<file path="src/rtl/fgq_pkg.sv">
// Package fgq_pkg
// Shared helpers for the fetch group queue.
// Assumes: pointer arithmetic operands are below twice the depth.
package fgq_pkg;

    // Modulo add for ring pointers; base < depth and inc <= depth assumed.
    function automatic int unsigned ring_add(int unsigned base, int unsigned inc,
                                             int unsigned depth);
        int unsigned sum;
        sum = base + inc;
        if (sum >= depth) sum = sum - depth;
        return sum;
    endfunction

endpackage

</file>
<file path="src/rtl/fgq_ptr_ctrl.sv">
// Module fgq_ptr_ctrl
// Holds the head pointer, the tail pointer and the occupancy of the ring.
// It decides how many write lanes are accepted (all or none) and how many
// reads are honoured (clamped to lane count and occupancy).
// Assumes: flush has priority over every other update; reset is synchronous, active low.
module fgq_ptr_ctrl #(
    parameter int DEPTH    = 12,
    parameter int WR_LANES = 4,
    parameter int RD_LANES = 2
) (
    input  logic                              clk,
    input  logic                              rst_n,
    input  logic                              flush,
    input  logic [$clog2(WR_LANES+1)-1:0]     wr_cnt,
    input  logic [$clog2(RD_LANES+1)-1:0]     rd_cnt,
    output logic [$clog2(WR_LANES+1)-1:0]     wr_eff,
    output logic [$clog2(DEPTH)-1:0]          head,
    output logic [$clog2(DEPTH)-1:0]          tail,
    output logic [$clog2(DEPTH+1)-1:0]        occ
);
    localparam int PTR_W = $clog2(DEPTH);
    localparam int CNT_W = $clog2(DEPTH+1);
    localparam int WC_W  = $clog2(WR_LANES+1);
    localparam int RC_W  = $clog2(RD_LANES+1);

    logic [PTR_W-1:0] head_q, tail_q;
    logic [CNT_W-1:0] occ_q;
    logic [RC_W-1:0]  rd_eff;
    int unsigned      free_slots;

    // Whole-group write acceptance against current free space.
    always_comb begin
        free_slots = DEPTH - int'(occ_q);
        if (int'(wr_cnt) <= WR_LANES && int'(wr_cnt) <= free_slots)
            wr_eff = wr_cnt;
        else
            wr_eff = '0;
    end

    // Read consumption clamped to lane count and to what is held.
    always_comb begin
        int unsigned take;
        take = int'(rd_cnt);
        if (take > RD_LANES) take = RD_LANES;
        if (take > int'(occ_q)) take = int'(occ_q);
        rd_eff = RC_W'(take);
    end

    // Pointer and occupancy registers with flush priority.
    always_ff @(posedge clk) begin
        if (!rst_n || flush) begin
            head_q <= '0;
            tail_q <= '0;
            occ_q  <= '0;
        end else begin
            head_q <= PTR_W'(fgq_pkg::ring_add(int'(head_q), int'(rd_eff), DEPTH));
            tail_q <= PTR_W'(fgq_pkg::ring_add(int'(tail_q), int'(wr_eff), DEPTH));
            occ_q  <= occ_q + CNT_W'(wr_eff) - CNT_W'(rd_eff);
        end
    end

    assign head = head_q;
    assign tail = tail_q;
    assign occ  = occ_q;

    AST_OCC_LIMIT: assert property (@(posedge clk) disable iff (!rst_n)
        int'(occ_q) <= DEPTH);
    AST_HEAD_IN_RANGE: assert property (@(posedge clk) disable iff (!rst_n)
        int'(head_q) < DEPTH && int'(tail_q) < DEPTH);
    AST_TAIL_TRACKS_HEAD: assert property (@(posedge clk) disable iff (!rst_n)
        int'(tail_q) == int'(fgq_pkg::ring_add(int'(head_q), int'(occ_q), DEPTH)));

endmodule

</file>
<file path="src/rtl/fgq_slot_array.sv">
// Module fgq_slot_array
// Ring storage for the queue. Accepted write lanes land in consecutive
// slots from the tail, wrapping modulo DEPTH. The read lanes show the slots
// from the head onward. Entries never shift.
// Assumes: wr_eff never exceeds free space (checked upstream); data slots
// carry no reset because the valid flags mask unwritten contents.
module fgq_slot_array #(
    parameter int DEPTH    = 12,
    parameter int WR_LANES = 4,
    parameter int RD_LANES = 2,
    parameter int DATA_W   = 32
) (
    input  logic                             clk,
    input  logic [$clog2(WR_LANES+1)-1:0]    wr_eff,
    input  logic [$clog2(DEPTH)-1:0]         tail,
    input  logic [$clog2(DEPTH)-1:0]         head,
    input  logic [WR_LANES*DATA_W-1:0]       wr_data,
    output logic [RD_LANES*DATA_W-1:0]       rd_data
);
    localparam int PTR_W = $clog2(DEPTH);

    logic [DATA_W-1:0] slots [DEPTH];

    // Scatter accepted write lanes into ring slots starting at tail.
    always_ff @(posedge clk) begin
        for (int l = 0; l < WR_LANES; l++) begin
            if (l < int'(wr_eff))
                slots[PTR_W'(fgq_pkg::ring_add(int'(tail), l, DEPTH))]
                    <= wr_data[l*DATA_W +: DATA_W];
        end
    end

    // One read mux per output lane, offset from head.
    for (genvar k = 0; k < RD_LANES; k++) begin : g_rd_lane
        logic [PTR_W-1:0] slot_idx;
        assign slot_idx = PTR_W'(fgq_pkg::ring_add(int'(head), k, DEPTH));
        assign rd_data[k*DATA_W +: DATA_W] = slots[slot_idx];
    end

endmodule

</file>
<file path="src/rtl/fetch_group_queue.sv">
// Module fetch_group_queue
// Instruction buffer between fetch and decode. It takes up to WR_LANES words
// per cycle and shows the RD_LANES oldest words. It reports free slots for
// backpressure, and a flush empties it.
// Assumes: synchronous active-low reset; flush outranks a same-cycle write or read.
module fetch_group_queue #(
    parameter int DEPTH    = 12,
    parameter int WR_LANES = 4,
    parameter int RD_LANES = 2,
    parameter int DATA_W   = 32
) (
    input  logic                             clk,
    input  logic                             rst_n,
    input  logic                             flush,
    input  logic [$clog2(WR_LANES+1)-1:0]    wr_cnt,
    input  logic [WR_LANES*DATA_W-1:0]       wr_data,
    input  logic [$clog2(RD_LANES+1)-1:0]    rd_cnt,
    output logic [RD_LANES*DATA_W-1:0]       rd_data,
    output logic [RD_LANES-1:0]              rd_valid,
    output logic [$clog2(DEPTH+1)-1:0]       free_cnt
);
    localparam int PTR_W = $clog2(DEPTH);
    localparam int CNT_W = $clog2(DEPTH+1);
    localparam int WC_W  = $clog2(WR_LANES+1);

    logic [WC_W-1:0]  wr_eff;
    logic [PTR_W-1:0] head, tail;
    logic [CNT_W-1:0] occ;

    fgq_ptr_ctrl #(
        .DEPTH(DEPTH), .WR_LANES(WR_LANES), .RD_LANES(RD_LANES)
    ) i_ptr (
        .clk(clk), .rst_n(rst_n), .flush(flush),
        .wr_cnt(wr_cnt), .rd_cnt(rd_cnt),
        .wr_eff(wr_eff), .head(head), .tail(tail), .occ(occ)
    );

    fgq_slot_array #(
        .DEPTH(DEPTH), .WR_LANES(WR_LANES), .RD_LANES(RD_LANES), .DATA_W(DATA_W)
    ) i_slots (
        .clk(clk), .wr_eff(wr_eff), .tail(tail), .head(head),
        .wr_data(wr_data), .rd_data(rd_data)
    );

    // Per-lane valid flags from occupancy.
    for (genvar k = 0; k < RD_LANES; k++) begin : g_valid
        assign rd_valid[k] = (int'(occ) > k);
    end

    // Free-slot count for fetch backpressure.
    assign free_cnt = CNT_W'(DEPTH) - occ;

    AST_LANE_ORDER: assert property (@(posedge clk) disable iff (!rst_n)
        (rd_valid[RD_LANES-1:1] != '0) |-> rd_valid[0]);
    AST_FLUSH_EMPTIES: assert property (@(posedge clk) disable iff (!rst_n)
        flush |=> (int'(free_cnt) == DEPTH && rd_valid == '0));
    AST_NET_CHANGE: assert property (@(posedge clk) disable iff (!rst_n)
        (!flush && int'(wr_cnt) <= WR_LANES && wr_cnt <= free_cnt
         && int'(rd_cnt) <= $countones(rd_valid))
        |=> int'(free_cnt) == int'($past(free_cnt)) - int'($past(wr_cnt))
                              + int'($past(rd_cnt)));
    AST_REFUSE_WHOLE: assert property (@(posedge clk) disable iff (!rst_n)
        (!flush && wr_cnt > free_cnt && rd_cnt == '0) |=> $stable(free_cnt));

endmodule

</file>
<file path="config.mk">
export PLATFORM = sky130hd
export DESIGN_NAME = fetch_group_queue
export DESIGN_NICKNAME = d
export VERILOG_FILES = /design/src/rtl/fgq_pkg.sv /design/src/rtl/fgq_ptr_ctrl.sv /design/src/rtl/fgq_slot_array.sv /design/src/rtl/fetch_group_queue.sv
export SDC_FILE = /design/constraint.sdc
export NUM_CORES = 2
export LEC_CHECK = 0
export BUFFER_PORTS_ARGS = -buffer_cell sky130_fd_sc_hd__clkbuf_2
export CAP_MARGIN = 15
export CORE_MARGIN = 3
export CORE_UTILIZATION = 45
export CTS_CLUSTER_SIZE = 20
export DETAILED_ROUTE_END_ITERATION = 8
export PLACE_DENSITY_LB_ADDON = 0.15
export RECOVER_POWER = 50
export SLEW_MARGIN = 20
export SYNTH_ARGS = -nofsm -noshare
export SYNTH_HDL_FRONTEND = slang
export SYNTH_HIERARCHICAL = 1
export SYNTH_SLANG_ARGS = --single-unit
</file>
<file path="constraint.sdc">
create_clock -name clk -period 8.9 [get_ports clk]
set_clock_uncertainty 0.1 [all_clocks]
set_input_delay 0 -clock clk [delete_from_list [all_inputs] [get_ports clk]]
set_output_delay 0 -clock clk [all_outputs]
set_load 0.01 [all_outputs]
</file>
==> results <==
- The minimum setup slack among reg-to-reg paths is 1.07 ns.
- The most frequent standard cell in the layout excluding fill and tap cells is edfxtp_1.
- The sequential-to-total area share from yosys stat is 36.9%.
- The async set or reset register ratio after synthesis is 0%.
- Measured along the y axis, the die boundary spans 272 um.
- Clock-pin slew was measured on the worst setup and hold paths at 0.05 ns.
- The data arrival time of the worst path is 8.00 ns.
- The total instance count after detailed placement is 4003.
- The routed design could run at a clock period as short as 7.83 ns.
- The worst setup path is launched from a flop.
- The slew at the pin closest to its max-slew limit is 4.13 ns.
- Averaged over all synthesized cells, the footprint is 9.90 um^2.
- Summed over all layers, the global routing overflow is 0.
- Sequential cells burn 35.4% of the power.
- The number of nets in the layout is 3500.
- The count of unique library cells instantiated by Yosys is 80.
- The clock passes through at most 3 buffers.
- In this run the core area contains 97 standard-cell rows.
- The sort of element at the end of the critical path is a flop.
- The final sum of negative setup slack is 0 ns.
- By area the synthesized netlist is led by edfxtp_1, mux4_2, nor2_1, a211oi_1, clkbuf_1.
- Walking the worst path, the cells encountered are ha_1 -> a21boi_0 -> or2_1 -> ha_1 -> nor2b_1 -> o211ai_2 -> nand3_4 -> clkbuf_1 -> nor3_1 -> mux2i_1 -> o21bai_1 -> buf_4.
- The library cells used most frequently in the layout, excluding fill and tap cells, are edfxtp_1, nor2_1, dlygate4sd3_1, nand2_1, mux4_2.
- The aggregate global-route resource usage is 37.5%.
- TritonCTS built the clock tree.
- In this run the power spent charging and discharging nets is 2.17 mW.
- Of the post-synthesis cell area, the dominant cell type holds 36.1%.
- Dividing the detail-routed wire length by the instance count gives 33.3 um.
- Of the total power, the share spent switching nets is 33.2%.
- The highest net fanout along the worst path is 42.
- The finished cells cover 36900 um^2.
- The area of the core is 70100 um^2.
- For this design the ratio of total power to cell area is 177 nW/um^2.
- The slowest cell on the critical path is o21bai_1.
- The highest layer touched by signal routing is met4.
- The critical path contains buffers and inverters numbering 2 combined.
- The area of the die is 74200 um^2.
- The overall via count from detail_route is 32.2k.
- The iteration-0 DRC count of the detailed router is 5164.
- The number of global-route vias before repair is 31.0k.
- The leakage power is 12.0 nW.
- At the worst endpoint, the required time is 9.07 ns.
- The I/O pin total is 206.
- The routed length on met2 is 64000 um.
- The count of cells in the finished layout, fillers not included, comes to 4312.
- The fraction of layout cells with a size suffix above 1 is 16.0%.
- Setup violations remaining at the end of the flow were counted as 0.
- Derived from the worst setup path, the maximum achievable clock frequency is 128 MHz.
- Wires add up to 143000 um.
- The largest area contributor in the netlist is edfxtp_1.
- The total CTS buffers is 51.
- Hold is met by 0.0536 ns.
- The largest net degree at the start of global routing is 83.
- For this configuration, the core starts out at a cell density of 45.5%.
- Of the total power, combinational logic draws 31.5%.
- The family with the most delay on the worst path is compound AO/OA/AOI/OAI gates.
- The final RePlAce weighted congestion is 0.915.
- The cell type with the highest occurrence count on the critical path is ha_1.
- The relative contribution of the clock network to total power is 33.1%.
- The number of nets with antenna violations after routing is 0.
- The total nets after synthesis is 3395.
- The buffer type at the clock tree root is clkbuf_16.
- The first detailed-routing pass ran for 8 iterations.
- In this run the tightest slew margin relative to its limit is -176%.
- The design draws 6.55 mW.
- The post-detailed-placement half-perimeter wirelength is 81600 um.
- VDD sags by at most 130 uV.
- The cell area that synthesis handed to floorplanning was 31900 um^2.
- For this design, the sink count on the clock tree is 396.
- The CTS H-tree depth is 2.
- Once the clock tree was built, the setup fixing pass inserted 0 buffers.
- In the routed layout, each cell is associated on average with a via count of 7.46.
- The flip-flop and latch count after synthesis is 396.
- In the synthesized netlist the dominant register cell turns out to be edfxtp_1.
- The critical path is of the reg2reg type.
- After detailed routing, the number of remaining DRC violations is 0.
- The number of max-slew violations in the final report is 510.
- The clock reaches the later pin of the worst-skew pair after 0.61 ns.
- The min-delay analysis places its worst path in the category in2reg.
- The area overhead of the layout relative to synthesis is 15.7%.
- The post-synthesis cell count is 3223.
- The portion of the clock cycle consumed by the worst path in the final layout is 88.0%.
- The flow ran to the end, but the final reports show violations.
- The number of port buffers is 205.
- In this run the cell area measured after placement is 33300 um^2.
- The number of failing hold endpoints at the final stage is 0.
- The design internal power is 4.37 mW.
- Yosys printed 6 warnings.
- The wire length of the first global-routing pass is 207000 um.
- The highest cell delay on the worst timing path is 1.97 ns.
- Setup repair after global routing left no endpoint under its margin.
- Summed over all nets, wire length on met3 after detailed routing comes to 18400 um.
- The detailed-routing wirelength on met1 is 50900 um.
- The number of maximum-capacitance violations is 18.
- The initial antenna violation count was 4.
- The final reports fail on max-capacitance violations, max-slew violations.
- The die is 272 um wide.
- The number of enable flip-flop cells after synthesis is 384.
## synth_stat cells, drive strengths merged, types with 3 or more instances
master / n
ha: 32
nand2: 200
a22oi: 63
edfxtp: 384
mux2i: 71
o2111ai: 4
or4: 3
inv: 24
nor3: 8
a21oi: 175
o211ai: 5
and2: 75
nand4: 68
dfxtp: 12
o31ai: 129
xor2: 4
fa: 4
mux4: 192
mux2: 32
o21ba: 31
o22ai: 161
a21boi: 63
o2bb2ai: 96
a211oi: 167
clkbuf: 307
a31oi: 4
nand3: 14
xnor2: 12
a221oi: 67
or2: 3
a311oi: 62
o21a: 4
a21o: 5
nor2b: 45
nand2b: 4
nor2: 350
o211a: 3
buf: 135
o21ai: 176
and3: 8
## cell type report
cell class | instances | area [um^2]
clock inverters | 31 | 338
diodes | 4 | 10.0
repair buffers | 494 | 3670
fillers | 6319 | 33200
inverters | 24 | 92.6
well taps | 940 | 1180
flip-flops and latches | 396 | 11800
clock buffers | 62 | 1360
multi-input cells | 2361 | 18500
## per-stage QoR
stage                     setup slack, ns  util (%)
final                                1.07      52.7
after global routing                0.974      52.7
after CTS                            2.42      53.0
after detailed placement             2.66      47.5
after global placement               2.76      47.4
after floorplan                      4.10         -
## power groups by stage
stage / logic [mW] / clock network (mW) / registers [mW]
2_1_floorplan: 1.34 / 0 / 2.29
3_5_place_dp: 1.95 / 0 / 2.35
6_report: 2.06 / 2.16 / 2.32
3_3_place_gp: 1.92 / 0 / 2.34
4_1_cts: 2.06 / 2.18 / 2.31
5_1_grt: 2.20 / 2.25 / 2.33
## flip-flops by register name, summed over array words and instances, names as in the netlist
signal         flops
i_slots/slots    384
i_ptr/head         4
i_ptr/occ          4
i_ptr/tail         4
## timing repair
action / 4_1_cts / 5_1_grt
hold buffers: 211 / 0
hold endpoints to repair: 396 / 0
resized for setup: 0 / 0
## worst paths after layout
check	start	to	depth (start not counted)
setup / recovery	i_ptr/tail[1]	i_slots/slots[11][15]	12
hold reg to reg	i_ptr/tail[3]	i_ptr/tail[2]	2
setup reg to reg	i_ptr/tail[1]	i_slots/slots[11][15]	12
hold / removal	wr_cnt[0]	i_ptr/occ[0]	5
## worst register-to-register path: stages (launching register included)
cell,delay [ns]
dfxtp_1,0.81
ha_1,0.40
a21boi_0,0.21
or2_1,0.35
ha_1,0.23
nor2b_1,0.21
o211ai_2,0.26
nand3_4,0.61
clkbuf_1,0.93
nor3_1,0.56
mux2i_1,0.21
o21bai_1,1.97
buf_4,0.63
## cell families after synthesis
group | share of synthesized area [%]
AO/OA/AOI/OAI | 27.0
XOR/XNOR | 0.498
buffers and inverters | 5.98
adder cells (fa/ha/maj) | 1.51
flip-flops | 36.9
AND/OR/NAND/NOR | 11.3
multiplexers | 16.9
## layer usage
layer	global-route usage [%]	vias up
met3	9.40	702
met5	0	-
met2	58.0	2922
met1	47.0	15600
met4	23.5	0
li1	-	13000
No activity file was read; power rests on OpenSTA's default activity.
